### src/rtl/lamp_pkg.sv
package lamp_pkg;

    typedef enum logic [1:0] {
        CALL_IDLE = 2'd0,
        CALL_RUN  = 2'd1,
        CALL_FIN  = 2'd2
    } call_state_e;

    typedef struct packed {
        call_state_e state;
        logic        cap;
        logic        out;
        logic        vld;
    } call_regs_t;

    localparam call_regs_t CALL_RESET = '{
        state: CALL_IDLE,
        cap:   1'b0,
        out:   1'b0,
        vld:   1'b0
    };

endpackage

### src/rtl/lamp_iter_count.sv
module lamp_iter_count #(
    parameter int unsigned TERMINAL_CNT = 100_000_000,
    parameter int unsigned CNT_W        = 32
) (
    input  logic clk_i,
    input  logic rst_i,
    input  logic clear_i,
    input  logic adv_i,
    output logic fire_o,
    output logic last_o
);

    localparam logic [CNT_W-1:0] FIRE_AT = CNT_W'(TERMINAL_CNT - 2);
    localparam logic [CNT_W-1:0] LAST_AT = CNT_W'(TERMINAL_CNT - 1);

    logic [CNT_W-1:0] cnt_d, cnt_q;

    always_comb begin
        cnt_d = cnt_q;
        if (clear_i) begin
            cnt_d = '0;
        end else if (adv_i) begin
            cnt_d = cnt_q + CNT_W'(1);
        end
    end

    always_ff @(posedge clk_i) begin
        if (rst_i) begin
            cnt_q <= '0;
        end else begin
            cnt_q <= cnt_d;
        end
    end

    assign fire_o = (cnt_q == FIRE_AT);
    assign last_o = (cnt_q == LAST_AT);

    // Iteration index never passes the final iteration
    assert_cnt_bound_R2: assert property (@(posedge clk_i) disable iff (rst_i)
        cnt_q <= LAST_AT);

    // Controller never clears and advances at once
    assert_clear_adv_excl_R2: assert property (@(posedge clk_i) disable iff (rst_i)
        !(clear_i && adv_i));

endmodule

### src/rtl/lamp_call_core.sv
module lamp_call_core
    import lamp_pkg::*;
#(
    parameter int unsigned TERMINAL_CNT = 100_000_000,
    parameter int unsigned CNT_W        = 32
) (
    input  logic clk_i,
    input  logic rst_i,
    input  logic start_i,
    output logic done_o,
    output logic idle_o,
    output logic ready_o,
    input  logic in_bit_i,
    input  logic in_vld_i,
    output logic out_bit_o,
    output logic out_vld_o
);

    call_regs_t r_d, r_q;
    logic       running;
    logic       accept;
    logic       fire;
    logic       last;

    assign running = (r_q.state == CALL_RUN);
    assign accept  = start_i && !running;

    lamp_iter_count #(
        .TERMINAL_CNT(TERMINAL_CNT),
        .CNT_W       (CNT_W)
    ) u_iter (
        .clk_i  (clk_i),
        .rst_i  (rst_i),
        .clear_i(accept),
        .adv_i  (running && !last),
        .fire_o (fire),
        .last_o (last)
    );

    always_comb begin
        r_d     = r_q;
        r_d.vld = 1'b0;
        case (r_q.state)
            CALL_RUN: begin
                if (fire) begin
                    r_d.out = ~r_q.cap;
                    r_d.vld = 1'b1;
                end
                if (last) begin
                    r_d.state = CALL_FIN;
                end
            end
            default: begin
                if (start_i) begin
                    r_d.state = CALL_RUN;
                    if (in_vld_i) begin
                        r_d.cap = in_bit_i;
                    end
                end else begin
                    r_d.state = CALL_IDLE;
                end
            end
        endcase
    end

    always_ff @(posedge clk_i) begin
        if (rst_i) begin
            r_q <= CALL_RESET;
        end else begin
            r_q <= r_d;
        end
    end

    assign idle_o    = (r_q.state == CALL_IDLE);
    assign done_o    = (r_q.state == CALL_FIN);
    assign ready_o   = (r_q.state == CALL_FIN);
    assign out_bit_o = r_q.out;
    assign out_vld_o = r_q.vld;

    // Leaving idle on an accepted call
    assert_idle_exit_R2: assert property (@(posedge clk_i) disable iff (rst_i)
        (idle_o && start_i) |=> !idle_o);

    // Strobe lasts one cycle
    assert_vld_one_cycle_R3: assert property (@(posedge clk_i) disable iff (rst_i)
        out_vld_o |=> !out_vld_o);

    // Strobe shows only during the final iteration
    assert_vld_at_last_R3: assert property (@(posedge clk_i) disable iff (rst_i)
        out_vld_o |-> (running && last));

    // Result bit moves only together with its strobe
    assert_out_on_vld_R4: assert property (@(posedge clk_i) disable iff (rst_i)
        !$stable(out_bit_o) |-> out_vld_o);

    // Captured input is frozen once a call runs
    assert_cap_hold_R5: assert property (@(posedge clk_i) disable iff (rst_i)
        running |=> $stable(r_q.cap));

    // Completion follows the strobe directly
    assert_done_after_vld_R6: assert property (@(posedge clk_i) disable iff (rst_i)
        done_o |-> $past(out_vld_o));

    // Held start chains into the next call
    assert_chain_R7: assert property (@(posedge clk_i) disable iff (rst_i)
        (done_o && start_i) |=> running);

    // Running call is not cut short or restarted
    assert_start_ignored_R8: assert property (@(posedge clk_i) disable iff (rst_i)
        (running && !last) |=> running);

endmodule

### src/rtl/lamp_launch.sv
module lamp_launch #(
    parameter int unsigned DELAY_W = 2
) (
    input  logic clk_i,
    input  logic rst_i,
    output logic go_o
);

    localparam int unsigned TOP = DELAY_W - 1;

    typedef struct packed {
        logic [DELAY_W-1:0] dly;
        logic               arm;
    } launch_regs_t;

    launch_regs_t r_d, r_q;

    always_comb begin
        r_d = r_q;
        if (!r_q.dly[TOP]) begin
            r_d.dly = r_q.dly + DELAY_W'(1);
        end else begin
            r_d.arm = 1'b1;
        end
    end

    always_ff @(posedge clk_i) begin
        if (rst_i) begin
            r_q <= '0;
        end else begin
            r_q <= r_d;
        end
    end

    assign go_o = r_q.arm;

    // Once raised, the request stays up
    assert_go_sticky_R9: assert property (@(posedge clk_i) disable iff (rst_i)
        go_o |=> go_o);

    // Request rises only after the delay top bit was set
    assert_go_after_delay_R9: assert property (@(posedge clk_i) disable iff (rst_i)
        $rose(go_o) |-> $past(r_q.dly[TOP]));

endmodule

### src/rtl/lamp_toggle_top.sv
module lamp_toggle_top #(
    parameter int unsigned TERMINAL_CNT = 100_000_000,
    parameter int unsigned CNT_W        = 32,
    parameter int unsigned DELAY_W      = 2
) (
    input  logic clk_i,
    input  logic rst_n_i,
    output logic lamp_o
);

    logic rst;
    logic go;
    logic c_done, c_idle, c_ready;
    logic c_out, c_vld;
    logic fb_d, fb_q;

    assign rst = ~rst_n_i;

    lamp_launch #(
        .DELAY_W(DELAY_W)
    ) u_launch (
        .clk_i(clk_i),
        .rst_i(rst),
        .go_o (go)
    );

    lamp_call_core #(
        .TERMINAL_CNT(TERMINAL_CNT),
        .CNT_W       (CNT_W)
    ) u_core (
        .clk_i    (clk_i),
        .rst_i    (rst),
        .start_i  (go),
        .done_o   (c_done),
        .idle_o   (c_idle),
        .ready_o  (c_ready),
        .in_bit_i (fb_q),
        .in_vld_i (go),
        .out_bit_o(c_out),
        .out_vld_o(c_vld)
    );

    always_comb begin
        fb_d = fb_q;
        if (c_vld) begin
            fb_d = c_out;
        end
    end

    always_ff @(posedge clk_i) begin
        if (rst) begin
            fb_q <= 1'b0;
        end else begin
            fb_q <= fb_d;
        end
    end

    assign lamp_o = c_out;

    // Core stays idle while the launch delay runs
    assert_hold_off_R9: assert property (@(posedge clk_i) disable iff (rst)
        !go |-> c_idle);

    // Fed-back bit tracks each strobed result
    assert_fb_follow_R10: assert property (@(posedge clk_i) disable iff (rst)
        c_vld |=> (fb_q == $past(c_out)));

    // With the request held, completion chains into a new call
    assert_restart_R10: assert property (@(posedge clk_i) disable iff (rst)
        c_ready |=> !c_idle);

    // Completion pulse is a single cycle
    assert_done_pulse_R10: assert property (@(posedge clk_i) disable iff (rst)
        c_done |=> !c_done);

endmodule

### config.mk
export PLATFORM = sky130hd
export DESIGN_NAME = lamp_toggle_top
export DESIGN_NICKNAME = d
export VERILOG_FILES = /design/src/rtl/lamp_pkg.sv /design/src/rtl/lamp_iter_count.sv /design/src/rtl/lamp_call_core.sv /design/src/rtl/lamp_launch.sv /design/src/rtl/lamp_toggle_top.sv
export SDC_FILE = /design/constraint.sdc
export NUM_CORES = 1
export LEC_CHECK = 0
export ABC_AREA = 1
export CAP_MARGIN = 20
export CORE_ASPECT_RATIO = 1.5
export CORE_MARGIN = 2
export CORE_UTILIZATION = 25
export CTS_CLUSTER_DIAMETER = 40
export DETAILED_ROUTE_END_ITERATION = 6
export PLACE_DENSITY = 0.46
export SLEW_MARGIN = 20
export SYNTH_ARGS = -nofsm -noshare
export SYNTH_HDL_FRONTEND = slang
export SYNTH_SLANG_ARGS = --single-unit
### constraint.sdc
create_clock -name clk_i -period 1.85 [get_ports clk_i]
set_input_delay 0.185 -clock clk_i [delete_from_list [all_inputs] [get_ports clk_i]]
set_output_delay 0.185 -clock clk_i [all_outputs]
set_load 0.02 [all_outputs]
# --- Yosys cells after proc, flatten, opt, wreduce, memory -nomap -nowiden ---
# Cells that the tools add are included.
classes:
  n_addsub: 2
  eq_ne: 4
  mux: 5
  bitwise_logic: 3
  n_reduce_logical: 8
op_table:
  columns: ["cell", "n"]
  rows:
  - ["equality test 32 x 27 -> 1 bit, second input constant", 2]
  - ["adder 32 x 1 -> 32 bit, second input constant", 1]
  - ["2-to-1 mux 2 bit", 3]
  - ["AND reduction 2 bit", 3]
  - ["NOT 1 bit", 3]
  - ["adder 2 x 1 -> 2 bit, second input constant", 1]
  - ["equality test 2 x 1 -> 1 bit, second input constant", 1]
  - ["logical AND 1 bit", 2]
  - ["logical NOT 1 bit", 2]
  - ["2-to-1 mux 1 bit", 2]
  - ["inequality test 2 bit, second input constant", 1]
  - ["OR reduction 2 bit", 1]
word_totals:
  ff_bits: 41
  input_bits: 2
  out_inout_bits: 1
  elab_cells: 31

# --- Depth between registers and ports, before layout ---
# Gate-level depths: netlist of run 1.
logic_depth:
  word_depth: 4
  ltp_mapped: 11

# --- Hierarchy ---
# A second synthesis of run 1 with hierarchy kept.
hier_totals:
  hier_cells: 362
  hier_area_um2: 2339.7
modules_own_cells:
  columns: ["module", "instances", "cells_each", "area_per_inst_um2", "seq_area_each_um2"]
  rows:
  - ["lamp_iter_count", 1, 311, 1963.1, 640.6]
  - ["lamp_call_core", 1, 33, 235.2, 100.1]
  - ["lamp_launch", 1, 11, 96.3, 60.1]
  - ["lamp_toggle_top", 1, 7, 45.0, 20.0]

# --- Worst setup path after synthesis of run 1 ---
# No wires, ideal clock.
synth_path:
  path_type: "register to register"
  start: "reg u_core.u_iter.cnt_q[1]"
  end: "reg u_core.u_iter.cnt_q[22]"
  setup_time_ns: 0.142
  arrival_time_ns: 1.419
  slack_ns: 0.289
  stages_incl_launch_ff: 10
  path_buffers: 1
  synth_period_minus_slack_ns: 1.561
  cell_sequence: "dfxtp_1 > ha_1 > nand3_1 > nor2_1 > nand2_1 > nor2_1 > nor2_1 > buf_2 > nand2_1 > a21oi_2"
synth_between:
  elab_chain_len: 3
  elab_cells_between_ends: 4
  classes_between: "1 x add/sub; 1 x eq/ne; 2 x reduce/logical"
synth_lines:
  columns: ["item", "line", "text"]
  rows:
  - ["start: declaration", "lamp_iter_count.sv:16", "logic [CNT_W-1:0] cnt_d, cnt_q;"]
  - ["start signal: assignment", "lamp_iter_count.sv:31", "cnt_q <= cnt_d;"]
  - ["parallel branches: the longest is 3 deep, another holds adder 32 x 1 -> 32 bit", null, null]
# Several ways; the timed one is not identified.
# A chain may end at the register's enable or synchronous reset.

# --- Worst setup path in the final report of run 1 ---
# Same ends and word-level chain as after synthesis.

==> results by group, run 1 <==
Pwr
  – Combinational Power Share: 8.8%
  – Sequential power share: 46.4%
  – Clock power share: 44.8%
  – Pwr/cell area: around 630 nW/um^2
  – P_sw: 0.000507 W
  – Sw Ratio: between 20% and 30%
  – Internal power: 0.00144 W
  – Design Power: slightly below 0.002 W
  – Peak VDD IR: 0.338 mV
  – Leakage: ~1.1 nW

Route
  – DRT Pass-1 Iters: 4
  – Post-route ant nets: 0
  – Routed WL per cell: roughly 13 um
  – Vias/cell: 4.39
  – Vias post-DR: 2,636
  – Initial DRC Count: 122
  – Final WL: ~7.7 mm
  – DRC Markers: 0

Clock tree
  – Clock Latency Late Sink: 0.29 ns
  – Number of buffers created by CTS: 5
  – Clk slew on worst S/H paths: roughly 0.060 ns
  – CTS H-tree lvls: 2
  – CTS tree: done
  – Clock sink total: 41
  – Clock Path Buffers: 2
  – Root Driver: clkbuf_16
  – Post-CTS setup buffer count: 0
  – Hold_buf cts: 0

Synth
  – Cell count after synthesis: 439
  – Synthesized cell area: 2680 um^2
  – Avg Synthesized Cell Area: 6.09 um^2
  – Top cell type by total area after synthesis: dfxtp_1
  – FF+latch count, synth: 41
  – Top cell type's share of synthesized area: 30.7%
  – Unique cell type count in the Yosys netlist: 23
  – Area contributors post-synth: dfxtp_1 31%, nand2_1 21%, nor2_1 11%
  – Ys Warns: 0
  – Syn_nets: 443
  – Post-synthesis sequential area ratio: 30.7%

Place
  – Detailed Place HPWL: just under 6 mm
  – Routability Congestion: 0.848
  – Port bufs: 2
  – DP Area: 2930 um^2
  – Placed Cells: 592

GRT
  – Vias in the first global route: 2,530
  – First-pass GRT wire length: 12.4 mm
  – Total GRT Usage: 14.3%
  – Initial antenna violation count: 0
  – Overflow after GRT: 0
  – Largest net degree at the start of global routing: 28

Critical path
  – Reg2reg end: u_core.u_iter.cnt_q[22]
  – CP Launch Type: flip-flop
  – Worst endpoint required time: between 2 and 2.5 ns
  – Crit. End Element: flip-flop
  – Critical path startpoint: u_core.u_iter.cnt_q[1]
  – R2R Path Start: u_core.u_iter.cnt_q[1]
  – Worst setup path class: reg2reg
  – Worst reg2reg path depth: 9
  – Critical Path AT: 1.95 ns
  – Reg-to-reg slack, setup: approximately 0.13 ns
  – Critical path endpoint: u_core.u_iter.cnt_q[22]
  – Crit Path Max Fanout: 20

Timing
  – RSZ-0062 raised after global routing: true
  – Setup TNS: 0 ns
  – Slew headroom: 70.0%
  – Tmin final: 1.72 ns
  – FMAX: 0.581 GHz
  – Tcrit/Tclk final: between 90 and 100%
  – Slew @ Worst Pin: 0.448 ns
  – Setup Skew: about 0.012 ns
  – Final Max Slew Viols: 0
  – Final setup fails: 0
  – Final Hold Vio Count: 0

Run
  – Max-cap check violation count: 0

Outcome
  – Status: completed

Layout
  – Antenna diodes: 0
  – Nets: 460
  – Layout cell share with drive strength beyond 1: 11.8%
  – Layout Cells excl Fill: 601
  – Area growth syn-to-layout: 15.5%
  – Fin area: 3090 um^2
  – Fin util: between 20% and 30%

Die
  – Initial Utilization: 25.5%
  – Die ar.: 11,600 um^2
  – Die Wd: around 88 um
  – Number of cell rows: 46
  – Core footprint: 10,500 um^2
  – Die height: approximately 130 um
  – I/O pins: 3

Hold path
  – Worst min path class: reg2reg
==> critical path: stages, from the launching register on <==
cell and delay, ns:
dfxtp_1 0.34, ha_1 0.22, inv_1 0.10, nor2_4 0.17
nand2_4 0.08, nor2_4 0.12, nand2_4 0.19, nand2_8 0.21
nand2_1 0.10, a21oi_2 0.13
==> cells by family after synthesis <==
family	Yosys count	synth area share, %
simple gates	291	46.6
fa+ha+maj	2	0.935
flops	41	30.7
compound gates	35	8.09
buf+inv	56	9.12
xor+xnor	14	4.58
==> per-layer routing <==
metal  part of all wire (%)  vias to the layer above  global-route usage [%]  routed length (um)
li1                       -                     1392                       -                   -
met1                     41                     1195                    15.0                3170
met2                     53                       38                    26.5                4040
met3                    2.3                       11                    2.26                 174
met4                    3.9                        0                    7.66                 300
met5                      0                        -                       0                   0
==> area by class of cell <==
cell class              instances  area [um^2]
fillers                      1232         7380
clock buffers                   6          129
inverters                      46          173
repair buffers                 19          148
clock inverters                 2         10.0
flip-flops and latches         41          821
multi-input cells             343         1630
well taps                     144          180
==> power groups by stage <==
stage	sequential, W	clock [W]	combinational, W
final	0.000906	0.000874	0.000171
after detailed placement	0.000926	0	0.000165
after global routing	0.000907	0.000939	0.000189
after global placement	0.000925	0	0.000166
after floorplan	0.000926	0	0.000122
after CTS	0.000905	0.000907	0.000165
==> registers in the layout (all words and copies together) (netlist names) <==
register and cells:
u_core.u_iter.cnt_q 32, u_launch.go_o 1, fb_q 1, u_core.out_bit_o 1, u_launch.r_q 2, u_core.out_vld_o 1
u_core.r_q 3
==> worst min-delay path by stage <==
stage | from | endpoint | slack (ns) | cells past startpoint
floorplan | rst_n_i | u_core.out_bit_o | 0.31 | 2
global placement | u_core.out_vld_o | fb_q | 0.42 | 1
detailed placement | u_core.out_vld_o | fb_q | 0.43 | 1
CTS | u_core.out_vld_o | fb_q | 0.43 | 1
global route | u_core.out_vld_o | fb_q | 0.46 | 1
finish | u_core.out_vld_o | fb_q | 0.43 | 1
==> what timing repair did <==
item / 4_1_cts / 5_1_grt
resized for setup: 0 / 1
endpoints found under the setup margin: 0 / 5
endpoints found under the hold margin: 0 / 0
==> synth_stat cells (all sizes together) <==
master / count
nand2: 163
nor2: 87
inv: 46
dfxtp: 41
a21oi: 31
nand3: 30
xor2: 11
buf: 7
nand4: 7
o21ai: 4
clkbuf: 3
xnor2: 3
ha: 2
nand3b: 2
nor3: 2
==> placed cells by master (no fill, tap or decap) <==
master and count:
nand2_1 152, xor2_1 11, xnor2_1 3, clkinv_2 2, buf_4 17, nand3_1 30, clkdlybuf4s50_1 2, o21ai_0 4
nand4_1 7, nor2_4 4, dfxtp_1 41, clkbuf_1 1, nor2_1 80, nand2_8 2, a21oi_2 11, nand2_4 2
nand3b_1 2, clkbuf_16 5, ha_1 2, a21oi_1 20, nor3_1 2, nand2_2 8, nor2_2 3, inv_1 46
==> stage by stage <==
stage                     hold WS, ns  setup WS [ns]
after floorplan                 0.306          0.289
after global placement          0.417          0.168
after detailed placement        0.425          0.124
after CTS                       0.433          0.101
after global routing            0.456       -0.00697
final                           0.430          0.128
Note: power is estimated with default switching activity, not from simulation.
==> run 2: changes to the inputs <==
--- a/config.mk
+++ b/config.mk
@@ -6,7 +6,6 @@
 export NUM_CORES = 1
 export LEC_CHECK = 0
 export ABC_AREA = 1
-export CAP_MARGIN = 20
 export CORE_ASPECT_RATIO = 1.5
 export CORE_MARGIN = 2
 export CORE_UTILIZATION = 25
==> results of run 2 <==
Final layout, timing and power as in run 1 (identical DEF).
==> run 3: changes to the inputs <==
--- a/config.mk
+++ b/config.mk
@@ -8,10 +8,12 @@
 export ABC_AREA = 1
 export CORE_ASPECT_RATIO = 1.5
 export CORE_MARGIN = 2
-export CORE_UTILIZATION = 25
+export CORE_UTILIZATION = 54
+export CTS_BUF_LIST = sky130_fd_sc_hd__clkbuf_4
 export CTS_CLUSTER_DIAMETER = 40
 export DETAILED_ROUTE_END_ITERATION = 6
-export PLACE_DENSITY = 0.46
+export PLACE_DENSITY = 0.77
+export REMOVE_ABC_BUFFERS = 1
 export SLEW_MARGIN = 20
 export SYNTH_ARGS = -nofsm -noshare
 export SYNTH_HDL_FRONTEND = slang
==> run 3 against run 2 <==
Critical path depth fell by 1. Non-clock buffer count fell by 11. Design area fell by 6.6%. Core utilization rose by 30 points. Total power fell by 14%. Wire length fell by 12%. Maximum frequency fell by 1.5%.
==> results by group, run 3 (synthesized netlist as in run 1, its figures left out) <==
Layout
  – Layout cell share with drive strength beyond 1: 10.7% (-1.1 points)
  – Biggest regs: u_core.u_iter.cnt_q x32, u_core.r_q x3, u_launch.r_q x2
  – Area growth syn-to-layout: 7.86%
  – Antenna diodes: 0 (unchanged)
  – Largest Register: u_core.u_iter.cnt_q
  – Max FFs per register: 32 (unchanged)
  – Most frequent cells in the layout: 152 x nand2_1, 80 x nor2_1, 46 x inv_1
  – Nets: 450 (-2.2%)
  – Most common cell after layout, fill and taps aside: nand2_1
  – Fin util: 60.0% (+30 points)
  – Fin area: 2890 um^2 (-6.6%)

Timing
  – Tmin final: 1.75 ns (+0.0262 ns)
  – Slew @ Worst Pin: 0.388 ns (-0.0597 ns)
  – Setup TNS: 0 ns (unchanged)
  – WHS: 0.446 ns (+0.0160 ns)
  – FMAX: 0.572 GHz (-1.5%)
  – Final Hold Vio Count: 0 (unchanged)
  – Final Max Slew Viols: 0 (unchanged)
  – Final setup fails: 0 (unchanged)
  – Tcrit/Tclk final: 94.5% (+1.4 points)
  – Setup Skew: 0.00715 ns (-0.00491 ns)
  – Slew headroom: 74.0% (+4.0 points)

Critical path
  – Worst endpoint required time: 2.15 ns (+0.07 ns)
  – Critical Path AT: 2.04 ns (+0.09 ns)
  – Crit. End Element: flip-flop
  – CP Launch Type: flip-flop
  – Crit Path Max Fanout: 21 (+5.0%)
  – Worst setup path class: reg2reg

Clock tree
  – Number of buffers created by CTS: 5 (unchanged)
  – Clock Path Buffers: 2 (unchanged)
  – CTS H-tree lvls: 2 (unchanged)
  – CTS resizes: 0 (unchanged)
  – Hold_buf cts: 0 (unchanged)
  – Post-CTS setup buffer count: 0 (unchanged)
  – Clock sink total: 41 (unchanged)
  – Root Driver: clkbuf_4
  – Clk slew on worst S/H paths: 0.13 ns (+0.07 ns)
  – CTS tree: done
  – Clock Latency Late Sink: 0.35 ns (+0.06 ns)

Die
  – Number of cell rows: 31 (-33%)
  – I/O pins: 3 (unchanged)
  – Die height: 90.2 um (-31%)
  – Die ar.: 5540 um^2 (-52%)
  – Core footprint: 4810 um^2 (-54%)
  – Die Wd: 61.5 um (-31%)
  – Initial Utilization: 55.6% (+30 points)

Route
  – Initial DRC Count: 220 (+80%)
  – DRT Pass-1 Iters: 4 (unchanged)
  – Vias/cell: 5.13 (+17%)
  – Post-route ant nets: 0 (unchanged)
  – Vias post-DR: 2,634 (-0.076%)
  – DRC Markers: 0 (unchanged)
  – Final WL: 6.77 mm (-12%)
  – Routed WL per cell: 13.2 um (+3.2%)

Hold path
  – Worst min path class: reg2reg

GRT
  – Total GRT Usage: 26.2% (+12 points)
  – Largest net degree at the start of global routing: 28 (unchanged)
  – Overflow after GRT: 0 (unchanged)
  – Initial antenna violation count: 0 (unchanged)
  – Vias in the first global route: 2,550 (+0.79%)
  – First-pass GRT wire length: 11.0 mm (-11%)

Pwr
  – Leakage: 1.01 nW (-9.2%)
  – Design Power: 0.00167 W (-14%)
  – Pwr/cell area: 580 nW/um^2 (-8.1%)
  – Peak VDD IR: 0.489 mV (+45%)

Run
  – Max-cap check violation count: 0 (unchanged)

Place
  – Port bufs: 2 (unchanged)
  – Detailed Place HPWL: 4.91 mm (-15%)
  – DP Area: 2750 um^2 (-6.1%)
  – Routability Congestion: 0.914 (+7.8%)

Outcome
  – Status: completed
-- run 3: cell count changes in the layout (fill, tap and decap cells not counted), sizes merged --
cell      change
bufinv        +1
clkbuf        -1
clkinvlp      +1
clkinv        -1
nand2         +1
buf          -11
-- run 3: area by class of cell --
class | count | area, um^2
fillers | 492 | 1920
multi-input cells | 344 | 1660
flip-flops and latches | 41 | 825
inverters | 46 | 173
well taps | 66 | 82.6
repair buffers | 8 | 65.1
clock inverters | 3 | 41.3
clock buffers | 5 | 37.5
-- run 3: power by group --
group          leakage [nW]  internal [W]  total (W)  switching (W)
clock                0.0389      0.000280   0.000593       0.000313
sequential            0.333      0.000900   0.000910      0.0000101
combinational         0.641     0.0000457   0.000170       0.000124
total                  1.01       0.00123    0.00167       0.000447
-- run 3: metrics by stage --
step | worst slack (ns) | cells
2_1_floorplan | -0.523 | 429
3_3_place_gp | 0.146 | 503
3_5_place_dp | 0.0863 | 503
4_1_cts | 0.0551 | 511
5_1_grt | -0.0334 | 513
6_report | 0.102 | 513
-- run 3: final timing paths --
path / from / to / slack (ns) / depth (start not counted)
worst max register to register: u_core.u_iter.cnt_q[16] / u_core.u_iter.cnt_q[16] / 0.10 / 8
worst min register to register: u_core.out_vld_o / fb_q / 0.45 / 1
worst min-delay path: u_core.out_vld_o / fb_q / 0.45 / 1
worst max-delay path: u_core.u_iter.cnt_q[16] / u_core.u_iter.cnt_q[16] / 0.10 / 8
-- run 3: routing by layer --
metal | wire length [um] | global-route usage, % | vias up
met5 | 0 | 0 | -
met4 | 293 | 10.8 | 0
met3 | 280 | 3.74 | 20
met2 | 3370 | 46.3 | 61
met1 | 2830 | 29.7 | 1183
li1 | - | - | 1370
-- run 3: critical path: stages (launching register included) --
cell,delay (ns)
dfxtp_1,0.45
inv_1,0.09
nor2_1,0.19
nand3_1,0.12
nor2_2,0.26
nand2_8,0.20
nand2_8,0.18
nand2_1,0.08
a21oi_2,0.13
